--- src/rtl/refmon_pkg.sv ---
package refmon_pkg;
  typedef enum logic {
    HYS_GOOD = 1'b0,
    HYS_FAIL = 1'b1
  } hys_state_t;
endpackage

--- src/rtl/refmon_gate.sv ---
module refmon_gate #(
  parameter int GATE_CYCLES = 256
) (
  input  logic clk,
  input  logic rst_n,
  output logic gate_end
);
  localparam int GW = (GATE_CYCLES > 2) ? $clog2(GATE_CYCLES) : 1;
  localparam logic [GW-1:0] LAST = GW'(GATE_CYCLES - 1);

  logic [GW-1:0] tick;

  always_ff @(posedge clk) begin
    if (!rst_n) tick <= '0;
    else if (tick == LAST) tick <= '0;
    else tick <= tick + 1'b1;
  end

  assign gate_end = (tick == LAST);

  // a gate end is never followed directly by another one
  assert_gate_spacing_R4: assert property (@(posedge clk) disable iff (!rst_n)
    gate_end |=> !gate_end);
  // the gate timer never passes the gate length
  assert_gate_range_R4: assert property (@(posedge clk) disable iff (!rst_n)
    tick <= LAST);
endmodule

--- src/rtl/refmon_period.sv ---
module refmon_period #(
  parameter int CW = 16
) (
  input  logic          clk,
  input  logic          rst_n,
  input  logic          ref_i,
  input  logic [CW-1:0] per_min,
  input  logic [CW-1:0] per_max,
  output logic          edge_o,
  output logic          fail_o
);
  localparam logic [CW-1:0] SAT = '1;

  logic          ref_q;
  logic          seen;
  logic [CW-1:0] since;

  assign edge_o = ref_i & ~ref_q;

  always_ff @(posedge clk) begin
    if (!rst_n) begin
      ref_q  <= 1'b0;
      seen   <= 1'b0;
      since  <= '0;
      fail_o <= 1'b1;
    end else begin
      ref_q <= ref_i;
      if (edge_o) begin
        seen  <= 1'b1;
        since <= CW'(1);
        if (seen) fail_o <= (since < per_min) || (since > per_max);
      end else begin
        if (since != SAT) since <= since + 1'b1;
        if (since > per_max) fail_o <= 1'b1;
      end
    end
  end

  // the period flag clears only when an edge is judged
  assert_clear_on_edge_R2: assert property (@(posedge clk) disable iff (!rst_n)
    $fell(fail_o) |-> $past(edge_o));
  // the period flag rises only on a judged edge or a timeout
  assert_fail_cause_R3: assert property (@(posedge clk) disable iff (!rst_n)
    $rose(fail_o) |-> ($past(edge_o) || $past(since > per_max)));
endmodule

--- src/rtl/refmon_freq.sv ---
module refmon_freq
  import refmon_pkg::*;
#(
  parameter int FW = 12
) (
  input  logic          clk,
  input  logic          rst_n,
  input  logic          edge_i,
  input  logic          gate_end,
  input  logic [FW-1:0] out_lo,
  input  logic [FW-1:0] out_hi,
  input  logic [FW-1:0] in_lo,
  input  logic [FW-1:0] in_hi,
  output logic          fail_o
);
  localparam logic [FW-1:0] SAT = '1;

  hys_state_t    st;
  logic [FW-1:0] edges;
  logic [FW:0]   total;
  logic          outside_outer;
  logic          inside_inner;

  assign total         = {1'b0, edges} + (FW+1)'(edge_i);
  assign outside_outer = (total < {1'b0, out_lo}) || (total > {1'b0, out_hi});
  assign inside_inner  = (total >= {1'b0, in_lo}) && (total <= {1'b0, in_hi});

  always_ff @(posedge clk) begin
    if (!rst_n) begin
      st    <= HYS_FAIL;
      edges <= '0;
    end else if (gate_end) begin
      edges <= '0;
      unique case (st)
        HYS_GOOD: if (outside_outer) st <= HYS_FAIL;
        HYS_FAIL: if (inside_inner)  st <= HYS_GOOD;
      endcase
    end else if (edge_i && edges != SAT) begin
      edges <= edges + 1'b1;
    end
  end

  assign fail_o = (st == HYS_FAIL);

  // the frequency verdict moves only at a gate boundary
  assert_gate_only_R4: assert property (@(posedge clk) disable iff (!rst_n)
    !gate_end |=> $stable(fail_o));
  // recovery needs an edge count that clears the lower edge of the inner band
  assert_recover_band_R5: assert property (@(posedge clk) disable iff (!rst_n)
    $fell(fail_o) |-> ($past(edges) + FW'(1) >= $past(in_lo)));
endmodule

--- src/rtl/refclk_monitor.sv ---
module refclk_monitor
  import refmon_pkg::*;
#(
  parameter int NREF        = 4,
  parameter int CW          = 16,
  parameter int FW          = 12,
  parameter int GATE_CYCLES = 256
) (
  input  logic              clk,
  input  logic              rst_n,
  input  logic [NREF-1:0]   ref_in,
  input  logic [NREF-1:0]   mask,
  input  logic [CW-1:0]     per_min,
  input  logic [CW-1:0]     per_max,
  input  logic [FW-1:0]     frq_out_lo,
  input  logic [FW-1:0]     frq_out_hi,
  input  logic [FW-1:0]     frq_in_lo,
  input  logic [FW-1:0]     frq_in_hi,
  output logic [2*NREF-1:0] status,
  output logic [NREF-1:0]   good
);
  logic            gate_end;
  logic [NREF-1:0] edge_w;
  logic [NREF-1:0] per_fail;
  logic [NREF-1:0] frq_fail;

  refmon_gate #(.GATE_CYCLES(GATE_CYCLES)) u_gate (
    .clk      (clk),
    .rst_n    (rst_n),
    .gate_end (gate_end)
  );

  for (genvar g = 0; g < NREF; g++) begin : g_ch
    refmon_period #(.CW(CW)) u_per (
      .clk     (clk),
      .rst_n   (rst_n),
      .ref_i   (ref_in[g]),
      .per_min (per_min),
      .per_max (per_max),
      .edge_o  (edge_w[g]),
      .fail_o  (per_fail[g])
    );

    refmon_freq #(.FW(FW)) u_frq (
      .clk      (clk),
      .rst_n    (rst_n),
      .edge_i   (edge_w[g]),
      .gate_end (gate_end),
      .out_lo   (frq_out_lo),
      .out_hi   (frq_out_hi),
      .in_lo    (frq_in_lo),
      .in_hi    (frq_in_hi),
      .fail_o   (frq_fail[g])
    );

    assign status[2*g]   = per_fail[g];
    assign status[2*g+1] = frq_fail[g];
    assign good[g]       = mask[g] | ~(per_fail[g] | frq_fail[g]);
  end
endmodule

--- config.mk ---
export PLATFORM = sky130hd
export DESIGN_NAME = refclk_monitor
export DESIGN_NICKNAME = d
export VERILOG_FILES = /design/src/rtl/refmon_pkg.sv /design/src/rtl/refmon_gate.sv /design/src/rtl/refmon_period.sv /design/src/rtl/refmon_freq.sv /design/src/rtl/refclk_monitor.sv
export SDC_FILE = /design/constraint.sdc
export NUM_CORES = 1
export LEC_CHECK = 0
export BUFFER_PORTS_ARGS = -buffer_cell sky130_fd_sc_hd__buf_4
export CAP_MARGIN = 20
export CORE_ASPECT_RATIO = 1.25
export CORE_MARGIN = 5
export CORE_UTILIZATION = 61
export CTS_CLUSTER_DIAMETER = 120
export DETAILED_ROUTE_END_ITERATION = 6
export PLACE_DENSITY = 0.81
export SYNTH_ARGS = -nofsm -noshare
export SYNTH_HDL_FRONTEND = slang
export SYNTH_SLANG_ARGS = --single-unit
--- constraint.sdc ---
create_clock -name clk -period 3.92 [get_ports clk]
set_input_delay 0.588 -clock clk [delete_from_list [all_inputs] [get_ports clk]]
set_output_delay 0.588 -clock clk [all_outputs]
set_load 0.03 [all_outputs]
==> results of run 1 <==
## path summary, 6_finish.rpt
| check | startpoint | to |
|---|---|---|
| max reg2reg | g_ch[0].u_per.ref_q | g_ch[0].u_frq.fail_o |
| min | ref_in[3] | g_ch[3].u_per.ref_q |
| min reg2reg | u_gate.tick[0] | u_gate.tick[0] |
| max | g_ch[0].u_per.ref_q | g_ch[0].u_frq.fail_o |
## layer usage
metal	part of all wire	wire length (um)
met1	0.39	15700
met2	0.47	18800
met3	0.075	3010
met4	0.067	2700
met5	0	0
## cells in the final DEF (no fill, tap or decap), types with 11 or more instances in the layout
cell type	n
ha_1	332
nor2_1	173
dfxtp_1	136
a21oi_1	112
buf_4	111
inv_1	102
nand2_1	90
nand3_1	88
nand4_1	75
xnor2_1	62
xor2_1	61
o21ai_0	44
a21o_1	43
nor3_1	27
nor2b_1	22
o21ai_1	22
nand2b_1	21
and2_1	18
clkbuf_16	17
and3_1	16
a211oi_1	15
a31oi_1	12
or3_1	12
and4_1	11
mux2i_1	11
## critical path: cells and delay by family, from the launching register on
family | cells | cell delay (ns)
AND/OR/NAND/NOR | 5 | 0.81
adder cells (fa/ha/maj) | 2 | 0.59
AO/OA/AOI/OAI | 5 | 0.90
buffers and inverters | 1 | 0.19
XOR/XNOR | 1 | 0.41
flip-flops | 1 | 0.30
## flip-flops by register name, indices dropped and copies added, names as in the netlist
register	flops
g_ch.u_per.seen	4
g_ch.u_per.since	64
g_ch.u_per.fail_o	4
u_gate.tick	8
g_ch.u_frq.edges	48
g_ch.u_frq.fail_o	4
g_ch.u_per.ref_q	4
## power groups by stage
| stage | clock (W) | sequential, W | combinational (W) |
|---|---|---|---|
| after detailed placement | 0 | 0.00147 | 0.000611 |
| after global placement | 0 | 0.00147 | 0.000584 |
| after global routing | 0.00168 | 0.00144 | 0.000694 |
| after floorplan | 0 | 0.00146 | 0.000375 |
| final | 0.00159 | 0.00144 | 0.000631 |
| after CTS | 0.00161 | 0.00144 | 0.000617 |
## synthesized netlist by cell type (6+ instances only)
library cell / count
or3_1: 12
o21bai_1: 10
ha_1: 332
dfxtp_1: 136
nand2b_1: 22
nor4_1: 10
nand4_1: 75
o2111ai_1: 8
a21oi_1: 112
nand3_1: 88
and3_1: 16
xor2_1: 61
nor2_1: 173
xnor2_1: 62
nor2b_1: 22
o21a_1: 7
a31oi_1: 12
inv_1: 102
and4_1: 11
buf_4: 8
and2_1: 18
a211oi_1: 15
a2111oi_0: 6
o21ai_0: 44
o211ai_1: 7
mux2i_1: 11
clkbuf_1: 27
nand2_1: 90
a21o_1: 43
o21ai_1: 22
nor3b_1: 8
nor3_1: 27
## metrics by stage
step           worst slack (ns)  cell area (um2)  utilization
2_1_floorplan             0.866            13700            -
3_3_place_gp              0.464            14700        0.663
3_5_place_dp              0.297            14700        0.663
4_1_cts                   0.595            15300        0.689
5_1_grt                   0.359            15300        0.689
6_report                  0.595            15300        0.689
## area by class of cell
cell class	instances	area, um2	area share
Clock buffer	18	429	0.0281
Tap cell	283	354	0.0232
Clock inverter	14	143	0.00935
Inverter	104	390	0.0256
Timing Repair Buffer	111	833	0.0546
Multi-Input combinational cell	1381	10400	0.681
Sequential cell	136	2720	0.179
## cells by family (layout without fill, tap and decap cells)
logic type / count (synthesis) / count (layout)
AO/OA/AOI/OAI: 325 / 325
AND/OR/NAND/NOR: 590 / 590
multiplexers: 11 / 11
adder cells (fa/ha/maj): 332 / 332
buffers and inverters: 143 / 247
XOR/XNOR: 123 / 123
flip-flops: 136 / 136
==> run_results.csv, run 1 <==
group,metric,value,unit
floorplanning,die_area,25500,um2
synth,yosys.area_share.simple,0.219,
final_layout,drive_gt1_frac,0.0862,
clocking,cts_tree,"built",
setup_path,cp-end-kind,"flop",
timing,drv_slew,0,
synth,synthXorXnorAreaFrac,0.0788,
synth,yosysWarnings,0,
setup_path,crit_path_max_fanout,5,
global_routing,top_usage_layer,"met2",
placed_design,post-dp-hpwl,31100,um
hold_path,holdPathStages,2,
timing,slew_headroom,0.450,
floorplanning,io_pins,102,
clocking,clock-root-buffer,"clkbuf_16",
floorplanning,die_w,144,um
power_and_ir_drop,pwr-share-clk,0.435,
clocking,clk_latency,0.42,ns
power_and_ir_drop,pwr-share-seq,0.392,
timing,min_period_over_period,0.848,
route,drtIter0Drc,909,
power_and_ir_drop,p_int,0.00255,W
placed_design,io_buffers,101,
timing,finalCriticalPeriod,3.33,ns
clocking,cts_buffers,17,
floorplanning,core_area,22100,um2
setup_path,cpMaxStageDelayCell,"xnor2_1",
clocking,post_cts_buffers,0,
power_and_ir_drop,cellPowerDensity,240,nW/um2
route,detail_route.wirelength,40200,um
hold_path,worstHoldPathType,"primary input to flop",
clocking,cts.sinks,136,
synth,yosysTopAreaCellShare,0.304,
setup_path,cp_slowest_stage_delay,0.41,ns
synth,synthAdderAreaFrac,0.304,
setup_path,arrival,3.61,ns
final_layout,nFillCells,1864,
global_routing,grt_max_degree,35,
global_routing,use_met3,0.0542,
clocking,htreeDepth,4,
timing,max_freq,301,MHz
global_routing,grt_pass1_wl,62700,um
final_layout,final_cells,2047,
global_routing,track_usage,0.311,
route,vias,13008,
route,first_pass_iters,6,
global_routing,grt_pass1_vias,12531,
power_and_ir_drop,pwr-share-comb,0.172,
synth,synth_top_family_by_area,"adder cells",
synth,synth_cells,1660,
timing,worst_slew_pin_slew,0.818,ns
synth,synth_cell_types,66,
synth,synthMuxAreaShare,0.00805,
setup_path,ff2ff_setup_slack,0.59,ns
clocking,postCtsResizedCells,0,
synth,synthArstFlopShare,0,
synth,synth_edf_count,0,
run,max_cap_violations,0,
global_routing,grtUsageMet2,0.527,
route,ant_nets,0,
setup_path,startpoint_type,"flop",
setup_path,cp_cell_sequence,"nand2b_1 > inv_1 > ha_1 > nand4_1 > nor2_1 > nand2_1 > xnor2_1 > ha_1 > nand4_1 > a2111oi_0 > a2111oi_0 > o21ai_1 > a21oi_1 > o221ai_1",
power_and_ir_drop,finalPower,0.00366,W
floorplanning,fp.dieH,177,um
synth,synthFlopType,"dfxtp_1",
clocking,clock_path_buffers,2,
power_and_ir_drop,p_sw,0.00111,W
synth,avgSynthCellArea,8.23,um2
timing,tns,0,ns
final_layout,area_growth,11.6,%
route,drcViolationCount,0,
route,viasPerCell,6.35,
global_routing,antenna_found_initial,0,
synth,ys_seq_area_frac,0.199,
timing,finClkSkew,0.0112,ns
floorplanning,num_rows,61,
route,wl_per_cell,19.6,um
power_and_ir_drop,ir_drop,0.000296,V
timing,report.final.setup_viol,0,
setup_path,critPathKind,"flop to flop",
timing,rsz0062_at_grt,"no",
timing,whs,0.373,ns
status,status,"complete, no violations",
floorplanning,initial_utilization,0.618,
synth,synth_compound_area_frac,0.149,
final_layout,n_antenna_cell,0,
placed_design,routabilityCongestion,0.969,
synth,yosysTopAreaCell,"ha_1",
synth,ys_ff_latch,136,
clocking,path_clk_slew,0.07,ns
placed_design,place_inst,2015,
synth,syn_area,13700,um2
power_and_ir_drop,p_leak,7.52,nW
timing,hold_viol_final,0,
setup_path,crit_required,4.20,ns
setup_path,reg2reg_depth,14,
power_and_ir_drop,p_sw_frac,0.304,
global_routing,overflow,0,
clocking,cts_hold_buf,0,
synth,yosys-top-cells-area,"ha_1 (30%), dfxtp_1 (20%), nor2_1 (4.8%)",
final_layout,nNetsFinal,2173,
global_routing,grt.met1_usage,0.360,
synth,syn_nets,2082,
No activity file was read; power rests on OpenSTA's default activity.
==> run 2, diff against run 1 <==
clock period = 3.4 ns   (was 3.92 ns; I/O delays follow)
==> run_results.csv, run 2 (synthesis results as in run 1) <==
group,metric,value,unit
setup_path,crit_path_max_fanout,4,
timing,slew_headroom,0.591,
setup_path,crit_required,3.68,ns
placed_design,dpl_cell_area,14800,um2
floorplanning,fp.dieH,177,um
timing,rsz0062_at_grt,"no",
setup_path,arrival,3.36,ns
route,viasPerCell,6.32,
clocking,cts_hold_buf,0,
setup_path,startpoint_type,"flop",
setup_path,reg2reg_depth,14,
clocking,clock_path_buffers,2,
final_layout,design_area,15400,um2
final_layout,drive_gt1_frac,0.0949,
clocking,htreeDepth,4,
status,status,"finished with violations",
clocking,post_cts_buffers,0,
placed_design,dp_slack,0.0976,ns
hold_path,hp-start,"ref_in[1]",
timing,max_freq,325,MHz
status,violations,"DRC",
route,drcViolationCount,7,
final_layout,final_common_cell,"ha_1",
setup_path,ff2ff_setup_slack,0.32,ns
global_routing,grt_pass1_wl,63300,um
setup_path,cp-end-kind,"flop",
floorplanning,io_pins,102,
timing,finalCriticalPeriod,3.08,ns
global_routing,grt_max_degree,35,
timing,worst_slew_pin_slew,0.609,ns
clocking,cts.sinks,136,
route,vias,13029,
power_and_ir_drop,ir_drop,0.000353,V
global_routing,overflow,0,
final_layout,nNetsFinal,2190,
global_routing,track_usage,0.314,
placed_design,routabilityCongestion,1.01,
route,highest_layer,"met4",
clocking,clock-root-buffer,"clkbuf_16",
global_routing,antenna_found_initial,0,
route,drtIter0Drc,873,
route,wl_per_cell,19.7,um
run,max_cap_violations,0,
floorplanning,die_w,144,um
route,first_pass_iters,7,
hold_path,holdPathStages,2,
final_layout,final_cells,2063,
clocking,path_clk_slew,0.07,ns
final_layout,n_antenna_cell,0,
setup_path,r2r-start,"g_ch[0].u_per.ref_q",
hold_path,worstHoldPathType,"primary input to flop",
hold_path,hold_path_end,"g_ch[1].u_per.ref_q",
clocking,cts_buffers,17,
floorplanning,initial_utilization,0.618,
final_layout,nFillCells,1849,
final_layout,layout_common_cells,"ha_1 (332), nor2_1 (173), dfxtp_1 (136)",
setup_path,crit_path_start,"g_ch[0].u_per.ref_q",
floorplanning,die_area,25500,um2
placed_design,place_inst,2032,
timing,finClkSkew,0.0125,ns
timing,drv_slew,0,
final_layout,regMostFlops,"g_ch.u_per.since",
placed_design,io_buffers,101,
timing,hold_viol_final,0,
final_layout,reg.largest.list,"g_ch.u_per.since: 64 flops, g_ch.u_frq.edges: 48 flops, u_gate.tick: 8 flops",
global_routing,grt_pass1_vias,12764,
route,ant_nets,0,
setup_path,critPathKind,"flop to flop",
timing,whs,0.295,ns
clocking,cts_tree,"built",
setup_path,r2r-end,"g_ch[0].u_frq.fail_o",
power_and_ir_drop,cellPowerDensity,281,nW/um2
timing,tns,0,ns
floorplanning,core_area,22100,um2
final_layout,area_growth,12.9,%
route,detail_route.wirelength,40700,um
timing,layout_setup_ws,0.324,ns
route,met1Wirelength,15800,um
route,dr_wl_met2,18800,um
timing,min_period_over_period,0.905,
timing,report.final.setup_viol,0,
final_layout,largest_reg_flops,64,
floorplanning,num_rows,61,
placed_design,post-dp-hpwl,31200,um
route,wl_met3,3200,um
power_and_ir_drop,p_leak,7.63,nW
clocking,clk_latency,0.43,ns
## run 2: cell types whose count changed in the layout (fill, tap and decap cells not counted)
| cell | previous run | this run |
|---|---|---|
| clkinv_4 | 4 | 3 |
| a2111oi_1 | 0 | 1 |
| buf_4 | 111 | 127 |
| xnor2_2 | 0 | 1 |
| buf_12 | 0 | 1 |
| xnor2_1 | 62 | 61 |
| bufinv_16 | 1 | 3 |
| a2111oi_0 | 6 | 5 |
| inv_8 | 2 | 0 |
## run 2: what timing repair did
action / in CTS / in global routing
hold endpoints to repair: 0 / 0
endpoints found under the setup margin: 0 / 2
gates resized for setup: 0 / 2
## run 2: routing by layer
layer,track usage,up-vias
met5,0,-
met4,0.197,0
met3,0.0523,209
met2,0.528,603
met1,0.368,5941
li1,-,6276
## run 2: per-stage QoR
stage | utilization | power [W]
after floorplan | - | 0.00211
after global placement | 0.670 | 0.00238
after CTS | 0.697 | 0.00434
after detailed placement | 0.670 | 0.00241
final | 0.697 | 0.00434
after global routing | 0.697 | 0.00451
## run 2: final cells by class
cell class / count / area (um2) / share of cell area
Clock inverter: 13 / 171 / 0.0111
Inverter: 104 / 390 / 0.0253
Clock buffer: 18 / 429 / 0.0278
Timing Repair Buffer: 128 / 973 / 0.0631
Tap cell: 283 / 354 / 0.0230
Multi-Input combinational cell: 1381 / 10400 / 0.673
Sequential cell: 136 / 2720 / 0.176
## run 2: report_power, final
group / switching, W / total (W) / leakage (nW) / internal, W
clock: 0.000778 / 0.00194 / 0.288 / 0.00116
combinational: 0.000444 / 0.000746 / 6.24 / 0.000302
sequential: 0.0000367 / 0.00166 / 1.10 / 0.00162
## run 2: worst max-delay path by stage
stage	slack (ns)	endpoint	cells past startpoint
CTS	0.32	g_ch[2].u_frq.fail_o	14
global placement	0.17	g_ch[2].u_frq.fail_o	15
detailed placement	0.1	g_ch[2].u_frq.fail_o	15
global route	0.06	g_ch[0].u_frq.fail_o	14
finish	0.32	g_ch[0].u_frq.fail_o	14
floorplan	0.42	g_ch[0].u_frq.fail_o	14
## run 2: critical path: stages, from the launching register on
cell	delay [ns]
dfxtp_1	0.29
nand2b_1	0.14
inv_1	0.09
ha_1	0.24
nand4_1	0.18
nor2_1	0.17
nand2_1	0.09
xnor2_1	0.34
ha_1	0.34
nand4_1	0.14
a2111oi_1	0.08
a2111oi_0	0.41
o21ai_1	0.13
a21oi_1	0.17
o221ai_1	0.14
